==> src/rtl/dmasel_pkg.sv <==
package dmasel_pkg;

   localparam int MODE_W = 8;
   typedef logic [MODE_W-1:0] mode_t;

   typedef enum logic [1:0] {
      CLS_UDMA = 2'd0,
      CLS_MW   = 2'd1,
      CLS_SW   = 2'd2
   } cls_e;

   localparam mode_t BASE_UDMA      = 8'h40;
   localparam mode_t BASE_MW        = 8'h20;
   localparam mode_t BASE_SW        = 8'h10;
   // highest ultra mode code usable without an 80-wire cable
   localparam mode_t UDMA_CAP_LIMIT = 8'h42;
   localparam int    UDMA_LOW_MODES = 3;

   function automatic mode_t class_base(input cls_e c);
      case (c)
         CLS_UDMA: class_base = BASE_UDMA;
         CLS_MW:   class_base = BASE_MW;
         default:  class_base = BASE_SW;
      endcase
   endfunction

   function automatic mode_t mode_min(input mode_t a, input mode_t b);
      mode_min = (a < b) ? a : b;
   endfunction

endpackage

==> src/rtl/dmasel_udma_mask.sv <==
module dmasel_udma_mask
   import dmasel_pkg::*;
#(
   parameter int W = 7
) (
   input  logic         en,
   input  logic [W-1:0] host_mask,
   input  logic [W-1:0] drive_sup,
   input  mode_t        req_mode,
   input  logic         cable_80w,
   output logic [W-1:0] mask
);

   localparam logic [W-1:0] KEEP_LOW = W'((1 << UDMA_LOW_MODES) - 1);

   if (W <= UDMA_LOW_MODES) begin : g_bad_width
      $error("dmasel_udma_mask: W must exceed the low ultra mode count");
   end

   logic [W-1:0] raw;
   logic         fast_modes;
   logic         cut;

   always_comb begin
      raw        = host_mask & drive_sup;
      fast_modes = |raw[W-1:UDMA_LOW_MODES];
      cut        = (req_mode > UDMA_CAP_LIMIT) && fast_modes && !cable_80w;
      if (!en)
         mask = '0;
      else if (cut)
         mask = raw & KEEP_LOW;
      else
         mask = raw;
   end

endmodule

==> src/rtl/dmasel_sw_mask.sv <==
module dmasel_sw_mask #(
   parameter int W = 3
) (
   input  logic         word_ok,
   input  logic [W-1:0] host_mask,
   input  logic [W-1:0] drive_sup,
   input  logic [7:0]   legacy_tmg,
   output logic [W-1:0] mask
);

   if (W < 3) begin : g_bad_width
      $error("dmasel_sw_mask: W must cover three legacy modes");
   end

   logic [3:0] span;
   logic       tmg_ok;

   always_comb begin
      span   = (4'd2 << legacy_tmg[1:0]) - 4'd1;
      tmg_ok = (legacy_tmg == 8'd1) || (legacy_tmg == 8'd2);
      if (word_ok)
         mask = host_mask & drive_sup;
      else if (tmg_ok)
         mask = host_mask & W'(span);
      else
         mask = '0;
   end

endmodule

==> src/rtl/dmasel_msb.sv <==
module dmasel_msb #(
   parameter int W  = 7,
   parameter int IW = (W > 1) ? $clog2(W) : 1
) (
   input  logic [W-1:0]  vec,
   output logic          found,
   output logic [IW-1:0] idx
);

   always_comb begin
      idx = '0;
      for (int i = 0; i < W; i++) begin
         if (vec[i]) idx = IW'(i);
      end
      found = |vec;
   end

endmodule

==> src/rtl/dmasel_id_check.sv <==
module dmasel_id_check (
   input  logic       udma_word_ok,
   input  logic       mw_word_ok,
   input  logic [7:0] udma_sel,
   input  logic [7:0] mw_sel,
   input  logic [7:0] sw_sel,
   output logic       bad
);

   always_comb begin
      if (udma_word_ok)
         bad = (|udma_sel) && (|mw_sel);
      else if (mw_word_ok)
         bad = (|mw_sel) && (|sw_sel);
      else
         bad = 1'b0;
   end

endmodule

==> src/rtl/dma_mode_sel.sv <==
module dma_mode_sel
   import dmasel_pkg::*;
#(
   parameter int UDMA_W = 7,
   parameter int MW_W   = 3,
   parameter int SW_W   = 3
) (
   input  logic              clk,
   input  logic              rst_n,
   input  logic              req_valid,
   input  logic [7:0]        req_mode,
   input  logic [2:1]        id_field_valid,
   input  logic [UDMA_W-1:0] id_udma_sup,
   input  logic [7:0]        id_udma_sel,
   input  logic [MW_W-1:0]   id_mw_sup,
   input  logic [7:0]        id_mw_sel,
   input  logic [SW_W-1:0]   id_sw_sup,
   input  logic [7:0]        id_sw_sel,
   input  logic [7:0]        id_legacy_tmg,
   input  logic [UDMA_W-1:0] host_udma_mask,
   input  logic [MW_W-1:0]   host_mw_mask,
   input  logic [SW_W-1:0]   host_sw_mask,
   input  logic              media_not_disk,
   input  logic              host_no_atapi_dma,
   input  logic              cable_80w,
   output logic              done,
   output logic [7:0]        mode_out,
   output logic              id_err
);

   localparam int UIW = (UDMA_W > 1) ? $clog2(UDMA_W) : 1;
   localparam int MIW = (MW_W > 1) ? $clog2(MW_W) : 1;
   localparam int SIW = (SW_W > 1) ? $clog2(SW_W) : 1;

   if (UDMA_W < 4 || UDMA_W > 8) begin : g_bad_udma
      $error("dma_mode_sel: UDMA_W must be 4..8");
   end
   if (MW_W < 1 || MW_W > 8) begin : g_bad_mw
      $error("dma_mode_sel: MW_W must be 1..8");
   end
   if (SW_W < 3 || SW_W > 8) begin : g_bad_sw
      $error("dma_mode_sel: SW_W must be 3..8");
   end

   // ---------------- per-class masks ----------------
   logic [UDMA_W-1:0] udma_mask;
   logic [MW_W-1:0]   mw_mask;
   logic [SW_W-1:0]   sw_mask;

   dmasel_udma_mask #(.W(UDMA_W)) u_udma_mask (
      .en        (id_field_valid[2]),
      .host_mask (host_udma_mask),
      .drive_sup (id_udma_sup),
      .req_mode  (req_mode),
      .cable_80w (cable_80w),
      .mask      (udma_mask)
   );

   assign mw_mask = id_field_valid[1] ? (host_mw_mask & id_mw_sup) : '0;

   dmasel_sw_mask #(.W(SW_W)) u_sw_mask (
      .word_ok    (id_field_valid[1]),
      .host_mask  (host_sw_mask),
      .drive_sup  (id_sw_sup),
      .legacy_tmg (id_legacy_tmg),
      .mask       (sw_mask)
   );

   // ---------------- highest mode per class ----------------
   logic           udma_found, mw_found, sw_found;
   logic [UIW-1:0] udma_idx;
   logic [MIW-1:0] mw_idx;
   logic [SIW-1:0] sw_idx;

   dmasel_msb #(.W(UDMA_W), .IW(UIW)) u_udma_msb (
      .vec(udma_mask), .found(udma_found), .idx(udma_idx)
   );
   dmasel_msb #(.W(MW_W), .IW(MIW)) u_mw_msb (
      .vec(mw_mask), .found(mw_found), .idx(mw_idx)
   );
   dmasel_msb #(.W(SW_W), .IW(SIW)) u_sw_msb (
      .vec(sw_mask), .found(sw_found), .idx(sw_idx)
   );

   // ---------------- class priority and clamp ----------------
   mode_t picked;
   mode_t result;
   logic  atapi_block;

   always_comb begin
      atapi_block = media_not_disk && host_no_atapi_dma;
      picked      = '0;
      if (!atapi_block) begin
         if (req_mode >= class_base(CLS_UDMA) && udma_found)
            picked = class_base(CLS_UDMA) + mode_t'(udma_idx);
         else if (req_mode >= class_base(CLS_MW) && mw_found)
            picked = class_base(CLS_MW) + mode_t'(mw_idx);
         else if (req_mode >= class_base(CLS_SW) && sw_found)
            picked = class_base(CLS_SW) + mode_t'(sw_idx);
      end
      result = mode_min(picked, req_mode);
   end

   // ---------------- identify consistency ----------------
   logic id_bad;

   dmasel_id_check u_id_check (
      .udma_word_ok (id_field_valid[2]),
      .mw_word_ok   (id_field_valid[1]),
      .udma_sel     (id_udma_sel),
      .mw_sel       (id_mw_sel),
      .sw_sel       (id_sw_sel),
      .bad          (id_bad)
   );

   // ---------------- result register ----------------
   always_ff @(posedge clk or negedge rst_n) begin
      if (!rst_n) begin
         done     <= 1'b0;
         mode_out <= '0;
         id_err   <= 1'b0;
      end else begin
         done <= req_valid;
         if (req_valid) begin
            mode_out <= result;
            id_err   <= id_bad;
         end
      end
   end

endmodule

==> config.mk <==
export PLATFORM = sky130hd
export DESIGN_NAME = dma_mode_sel
export DESIGN_NICKNAME = d
export VERILOG_FILES = /design/src/rtl/dmasel_pkg.sv /design/src/rtl/dmasel_udma_mask.sv /design/src/rtl/dmasel_sw_mask.sv /design/src/rtl/dmasel_msb.sv /design/src/rtl/dmasel_id_check.sv /design/src/rtl/dma_mode_sel.sv
export SDC_FILE = /design/constraint.sdc
export NUM_CORES = 1
export LEC_CHECK = 0
export BUFFER_PORTS_ARGS = -buffer_cell sky130_fd_sc_hd__buf_4
export CORE_UTILIZATION = 42
export DETAILED_ROUTE_END_ITERATION = 10
export PLACE_DENSITY = 0.83
export SLEW_MARGIN = 20
export SYNTH_ARGS = -nofsm -noshare
export SYNTH_HDL_FRONTEND = slang
export SYNTH_HIERARCHICAL = 1
export SYNTH_SLANG_ARGS = --single-unit
==> constraint.sdc <==
create_clock -name clk -period 0.8 [get_ports clk]
set_input_delay 0.16 -clock clk [delete_from_list [all_inputs] [get_ports clk]]
set_output_delay 0.16 -clock clk [all_outputs]
set_load 0.01 [all_outputs]
; ---- Word-level counts from Yosys, hierarchy flattened
; Cells that the tools add are included.
[word_totals]
regBits = 10
input_bits = 74
output_inout_bits = 10
[classes]
add_sub_neg = 4
order_cmp = 5
n_eq_ne = 2
n_shift = 1
n_mux = 22
n_bitwise = 4
n_reduce_logical = 17
[ops]
columns = operator, n
row1 = 2-to-1 mux 8 bit, 3
row2 = OR reduction 8 bit, 3
row3 = 2-to-1 mux 7 bit, 3
row4 = 2-to-1 mux 3 bit, 6
row5 = bitwise AND 3 bit, 3
row6 = "adder 7 x 3 -> 8 bit, first input constant", 1
row7 = "== test 8 x 1 -> 1 bit, second input constant", 1
row8 = "== test 8 x 2 -> 1 bit, second input constant", 1
row9 = "greater-or-equal comparator 8 x 5 -> 1 bit, second input constant", 1
row10 = "greater-or-equal comparator 8 x 6 -> 1 bit, second input constant", 1
row11 = "greater-or-equal comparator 8 x 7 -> 1 bit, second input constant", 1
row12 = "> comparator 8 x 7 -> 1 bit, second input constant", 1
row13 = logical AND 1 bit, 8
row14 = < comparator 8 bit, 1
row15 = 2-to-1 mux 2 bit, 4
row16 = "adder 6 x 2 -> 7 bit, first input constant", 1
row17 = bitwise AND 7 bit, 1
row18 = OR reduction 7 bit, 1
row19 = "adder 5 x 2 -> 6 bit, first input constant", 1
row20 = 2-to-1 mux 6 bit, 1
row21 = OR reduction 3 bit, 2
row22 = 2-to-1 mux 1 bit, 5
row23 = OR reduction 4 bit, 1
row24 = "<< shifter 2 x 2 -> 3 bit, first input constant", 1
row25 = other kinds (3), 3

; ---- Depth between registers and ports, before layout
[logic_depth]
word_depth = 17
ltp_mapped = 15

; ---- By module
; Netlist, hierarchy kept.
[modules_own_cells]
columns = module, n_inst, cells_each, area_each_um2, seq_area_each_um2
row1 = dma_mode_sel, 1, 106, 888.4, 250.2
row2 = dmasel_udma_mask, 1, 15, 88.8, 0.0
row3 = dmasel_sw_mask, 1, 13, 75.1, 0.0
row4 = dmasel_id_check, 1, 10, 65.1, 0.0
row5 = dmasel_msb (u_udma_msb), 1, 9, 58.8, 0.0
row6 = dmasel_msb (u_mw_msb ...), 2, 3, 20.0, 0.0

; ---- Least setup slack after synthesis
; OpenSTA, ideal clock, no wires.
[synth_path]
path_type = input -> register
startpoint = input port cable_80w
endpoint = register mode_out[2]
setup_time_ns = 0.138
t_arrival_ns = 3.189
t_required_ns = 0.662
setup_slack_ns = -2.527
stages = 14
path_buffers = 0
path_cell_list = nand2b_1 > o221ai_2 > nor2_1 > or3_4 > or4b_1 > o21ai_2 > a22oi_1 > o221a_2 > ha_1 > nor2_1 > nand2_1 > or4_4 > a21oi_2 > a221oi_2
[synth_between]
word_cells_on_any_way = 15
cone_classes = 1 x add/sub / 1 x order compare / 9 x mux / 4 x reduce/logical
[synth_lines]
columns = item, line_no
row1 = from (decl), dma_mode_sel.sv:25  ; input logic cable_80w,
row2 = logical NOT 1 bit (*), dmasel_udma_mask.sv:27  ; cut = (req_mode > UDMA_CAP_LIMIT) && fast_modes && !cable_80w;
row3 = logical AND 1 bit (*), dmasel_udma_mask.sv:27
row4 = 2-to-1 mux 7 bit (*), dmasel_udma_mask.sv:30  ; else if (cut)
row5 = 2-to-1 mux 7 bit (*), dmasel_udma_mask.sv:28  ; if (!en)
row6 = net udma_mask[5], dma_mode_sel.sv:46  ; logic [UDMA_W-1:0] udma_mask;
row7 = 2-to-1 mux 3 bit (*) (2 in a row), dmasel_msb.sv:13  ; if (vec[i]) idx = IW'(i);
row8 = net udma_idx[2], dma_mode_sel.sv:71  ; logic [UIW-1:0] udma_idx;
row9 = adder 7 x 3 -> 8 bit (*), dma_mode_sel.sv:95  ; picked = class_base(CLS_UDMA) + mode_t'(udma_idx);
row10 = 2-to-1 mux 8 bit (*), dma_mode_sel.sv:94  ; if (req_mode >= class_base(CLS_UDMA) && udma_found)
row11 = 2-to-1 mux 8 bit (*), dma_mode_sel.sv:93  ; if (!atapi_block) begin
row12 = < comparator 8 bit, dmasel_pkg.sv:28  ; mode_min = (a < b) ? a : b;
row13 = 2-to-1 mux 8 bit (*), dmasel_pkg.sv:28
row14 = to (signal assigned), dma_mode_sel.sv:125  ; mode_out <= result;
row15 = to (decl), dma_mode_sel.sv:27  ; output logic [7:0] mode_out,
; The timed path passes the listed nets; every way through them passes the cells marked *.
; A chain may end at the register's enable or synchronous reset.

; ---- Worst setup path in the final report
[layout_path]
startpoint = input port req_mode[4]
endpoint = register mode_out[2]
[layout_between]
word_cells_on_any_way = 23
cone_classes = 1 x add/sub / 5 x order compare / 11 x mux / 6 x reduce/logical
[layout_lines]
columns = item, line_no
row1 = from (decl), dma_mode_sel.sv:11  ; input logic [7:0] req_mode,
row2 = > comparator 8 x 7 -> 1 bit (*), dmasel_udma_mask.sv:27
row3 = logical AND 1 bit (*) (2 in a row), dmasel_udma_mask.sv:27
row4 = 2-to-1 mux 7 bit (*), dmasel_udma_mask.sv:30
row5 = 2-to-1 mux 7 bit (*), dmasel_udma_mask.sv:28
row6 = net udma_mask[3], dma_mode_sel.sv:46
row7 = OR reduction 7 bit (*), dmasel_msb.sv:15  ; found = |vec;
row8 = net udma_found, dma_mode_sel.sv:70  ; logic udma_found, mw_found, sw_found;
row9 = logical AND 1 bit (*), dma_mode_sel.sv:94
row10 = 2-to-1 mux 8 bit (*), dma_mode_sel.sv:94
row11 = 2-to-1 mux 8 bit (*), dma_mode_sel.sv:93
row12 = < comparator 8 bit, dmasel_pkg.sv:28
row13 = 2-to-1 mux 8 bit (*), dmasel_pkg.sv:28
; Marked as above.

==> results.toml <==
[run_status]
status = "finished, violations left"
violations = "design-rule violations, negative setup slack"

[finish]
fin_area_sq_um = 2540
ff_latch_area_sq_um = 250
syn_to_final_growth_pct = 109
final_nets = 380
nFillCells = 105
multi_input_area_sq_um = 1050
drive_above_1_share_pct = 59.3
diodes = 0
fin_util_pct = 92.2

[worst_setup_path]
crit_chain = "buf_4 -> nor4_4 -> o221ai_4 -> buf_4 -> nor2_1 -> nor2_1 -> or4b_4 -> o21ai_4 -> a21oi_1 -> nand2_1 -> inv_1 -> ha_2 -> nor2_4 -> buf_4 -> and2_1 -> a21oi_1 -> a21oi_4 -> a221oi_2"
rr_endpoint = "mode_out[2]"
rrSetupSlack_ns = -0.22
crit_fanout = 4
path_class = "input pin to flop"
critPathMaxStageDelay_ns = 0.36
crit_path_frequent_cell = "buf_4"
r2r-start = "mode_out[2]"
r2r_cells = 3
cp.arrival_ns = 3.60
end_kind = "flop"
path_buf_inv = 4
cp_top_family = "simple AND/OR/NAND/NOR gates"
cpMaxStageDelayCell = "a21oi_1"
start_kind = "input pin"
crit_required_ns = 1.00

[power_and_ir_drop]
seqPwrFrac_pct = 22.2
p_per_area_nw_per_um2 = 1080
p_leak_nw = 1.25
intPower_mw = 1.68
swShare_pct = 38.8
pwr-share-comb_pct = 58.4
p_sw_mw = 1.06
pwr-share-clk_pct = 19.4
ir_drop_v = 0.00138

[clocking]
cts_made_buffers = 3
path_clk_slew_ns = 0.09
cts.htree.levels = 1
clock_latency_ns = 0.29
root_buffer = "clkbuf_4"
cts_tree = "done"
cts_sinks = 10
cts_buffer_depth = 2

[die]
die-width_um = 55.8
core_area_sq_um = 2760
die_h_um = 55.8
pin_count = 84
rows = 19
die-area_sq_um = 3110
initial_core_util_pct = 44.1

[placement]
gp_congestion = 0.881
placed_cell_area_sq_um = 2250
dp_slack_ns = -2.71
dpl.hpwl_mm = 3.87
port_buffers = 83

[route]
first_pass_iters = 8
routed_wl_mm = 7.82
routedWlPerCell_um = 23.6
vias_per_cell = 6.89
ant_nets = 0
route.vias.total = 2281
drt_iter0_drc = 214
drcViolationCount = 1

[logic_synthesis]
synth_top_area_share_pct = 20.6
ys_seq_area_share_pct = 20.6
syn-instance-count = 159
synthTopCellsByArea = "dfrtp_1, nand2_1, ha_1"
syn-cell-area_sq_um = 1220
synth_edf_count = 0
syn_avg_cell_area_sq_um = 7.65
synth_async_sr_flop_share_pct = 100
yosys_warnings = 6
syn_nets = 238
synth_ff_type = "dfrtp_1"
ys_types = 52
ys_seq_elements = 10
yosysTopAreaCell = "dfrtp_1"

[min_path]
min_to = "done"
hold_depth = 2
min_from = "req_valid"
min_path_type = "input pin to flop"

[timing]
finalCriticalPeriod_ns = 3.40
setup_viol_count_final = 18
fin_worst_skew_ns = 0
slew_headroom_pct = 58.4
worst_slack_ns = -2.60
rsz0062_at_grt = "true"
fmaxAchievable_mhz = 294
hold_violations = 0
slew_viol_final = 0
tightest_slew_ns = 0.617
fin_crit_sh_pct = 425
finalSetupTns_ns = -19.50

[global_routing]
grtUsageTotal_pct = 34.9
grt_remaining_overflow = 0
first_global_vias = 1997
antenna_found_initial = 0
grt_max_degree = 13
grt_pass1_wl_mm = 8.57

[job]
cap_viol_max_count = 0
## power by group through the flow
stage / Sequential, mW / Clock (mW) / Combinational, mW
2_1_floorplan: 0.619 / 0 / 0.486
3_3_place_gp: 0.594 / 0 / 1.19
3_5_place_dp: 0.596 / 0 / 1.23
4_1_cts: 0.596 / 0.460 / 1.34
5_1_grt: 0.613 / 0.543 / 1.67
6_report: 0.610 / 0.533 / 1.60
## metrics by stage
stage | hold slack, ns | std cells | power, mW
floorplan | -0.136 | 159 | 1.11
global placement | -0.00770 | 310 | 1.79
detailed placement | -0.00556 | 310 | 1.82
CTS | 0.185 | 323 | 2.39
global route | 0.203 | 331 | 2.83
finish | 0.202 | 331 | 2.74
## synth_stat cells, drive strengths merged, types with 2 or more instances
cell,instances
a211oi,3
a21oi,7
a221oi,3
a22oi,3
a31oi,2
and2,3
and3,7
buf,2
clkbuf,2
dfrtp,10
ha,5
inv,10
nand2,18
nand2b,2
nand3,9
nand3b,2
nor2,15
nor2b,3
nor3,5
nor4,7
o211ai,3
o21a,3
o21ai,8
o221ai,2
or3,6
or4,4
## state kept, by name (all words and copies together) (netlist names)
| name | cells |
|---|---|
| mode_out | 8 |
| done | 1 |
| id_err | 1 |
## cell families after synthesis
family | Yosys count | synth area share, %
AOI/OAI and AO/OA | 43 | 26.6
xor gates and xnor gates | 1 | 0.720
adders and majority gates | 5 | 5.14
buffers and inverters | 15 | 5.25
DFF | 10 | 20.6
muxes | 1 | 0.926
and+or+nand+nor | 84 | 40.7
## worst reg2reg max path: cells and delay by family, from the launching register on
kind,cells,cell delay [ns]
AOI/OAI and AO/OA,2,0.30
buffers and inverters,1,0.17
DFF,1,0.44
## timing repair
item                                    4_1_cts  5_1_grt
setup buffers                                 8        8
hold buffers                                  1        0
pin swaps                                     8       11
endpoints found under the setup margin       18       18
resized for setup                            18       12
hold endpoints to repair                     10        0
## worst max-delay path by stage
stage / from / endpoint / slack [ns] / depth (start not counted)
after global placement: cable_80w / mode_out[6] / -2.53 / 15
final: req_mode[4] / mode_out[2] / -2.60 / 18
after detailed placement: cable_80w / mode_out[6] / -2.71 / 15
after floorplan: cable_80w / mode_out[2] / -2.32 / 14
after CTS: cable_80w / mode_out[6] / -2.21 / 15
after global routing: req_mode[4] / mode_out[2] / -2.71 / 18
## per-layer routing
layer / global-route usage [%] / vias to the layer above / part of all wire (%)
met5: 0 / - / 0
met4: 13.6 / 0 / 10
met3: 4.42 / 107 / 13
met2: 68.3 / 296 / 45
met1: 37.3 / 990 / 32
li1: - / 888 / -
## cell usage in the layout, fill, tap and decap left out, drive strengths merged, types with 2 or more instances in the layout
master    n
a211oi    3
a21oi     7
a221oi    3
a22oi     3
a31oi     2
and2      3
and3      7
buf     140
clkbuf    4
dfrtp    10
ha        5
inv      10
nand2    18
nand2b    2
nand3     9
nand3b    2
nor2     15
nor2b     3
nor3      5
nor4      7
o211ai    3
o21a      3
o21ai     8
o221ai    2
or3       6
or4       4
## cell type report
| class | instances | area share (%) |
|---|---|---|
| Tap cell | 31 | 1.53 |
| Sequential cell | 10 | 9.84 |
| Timing Repair Buffer | 141 | 44.1 |
| Inverter | 11 | 1.62 |
| Multi-Input combinational cell | 134 | 41.4 |
| Clock buffer | 4 | 1.43 |
Note: power is estimated with default switching activity, not from simulation.
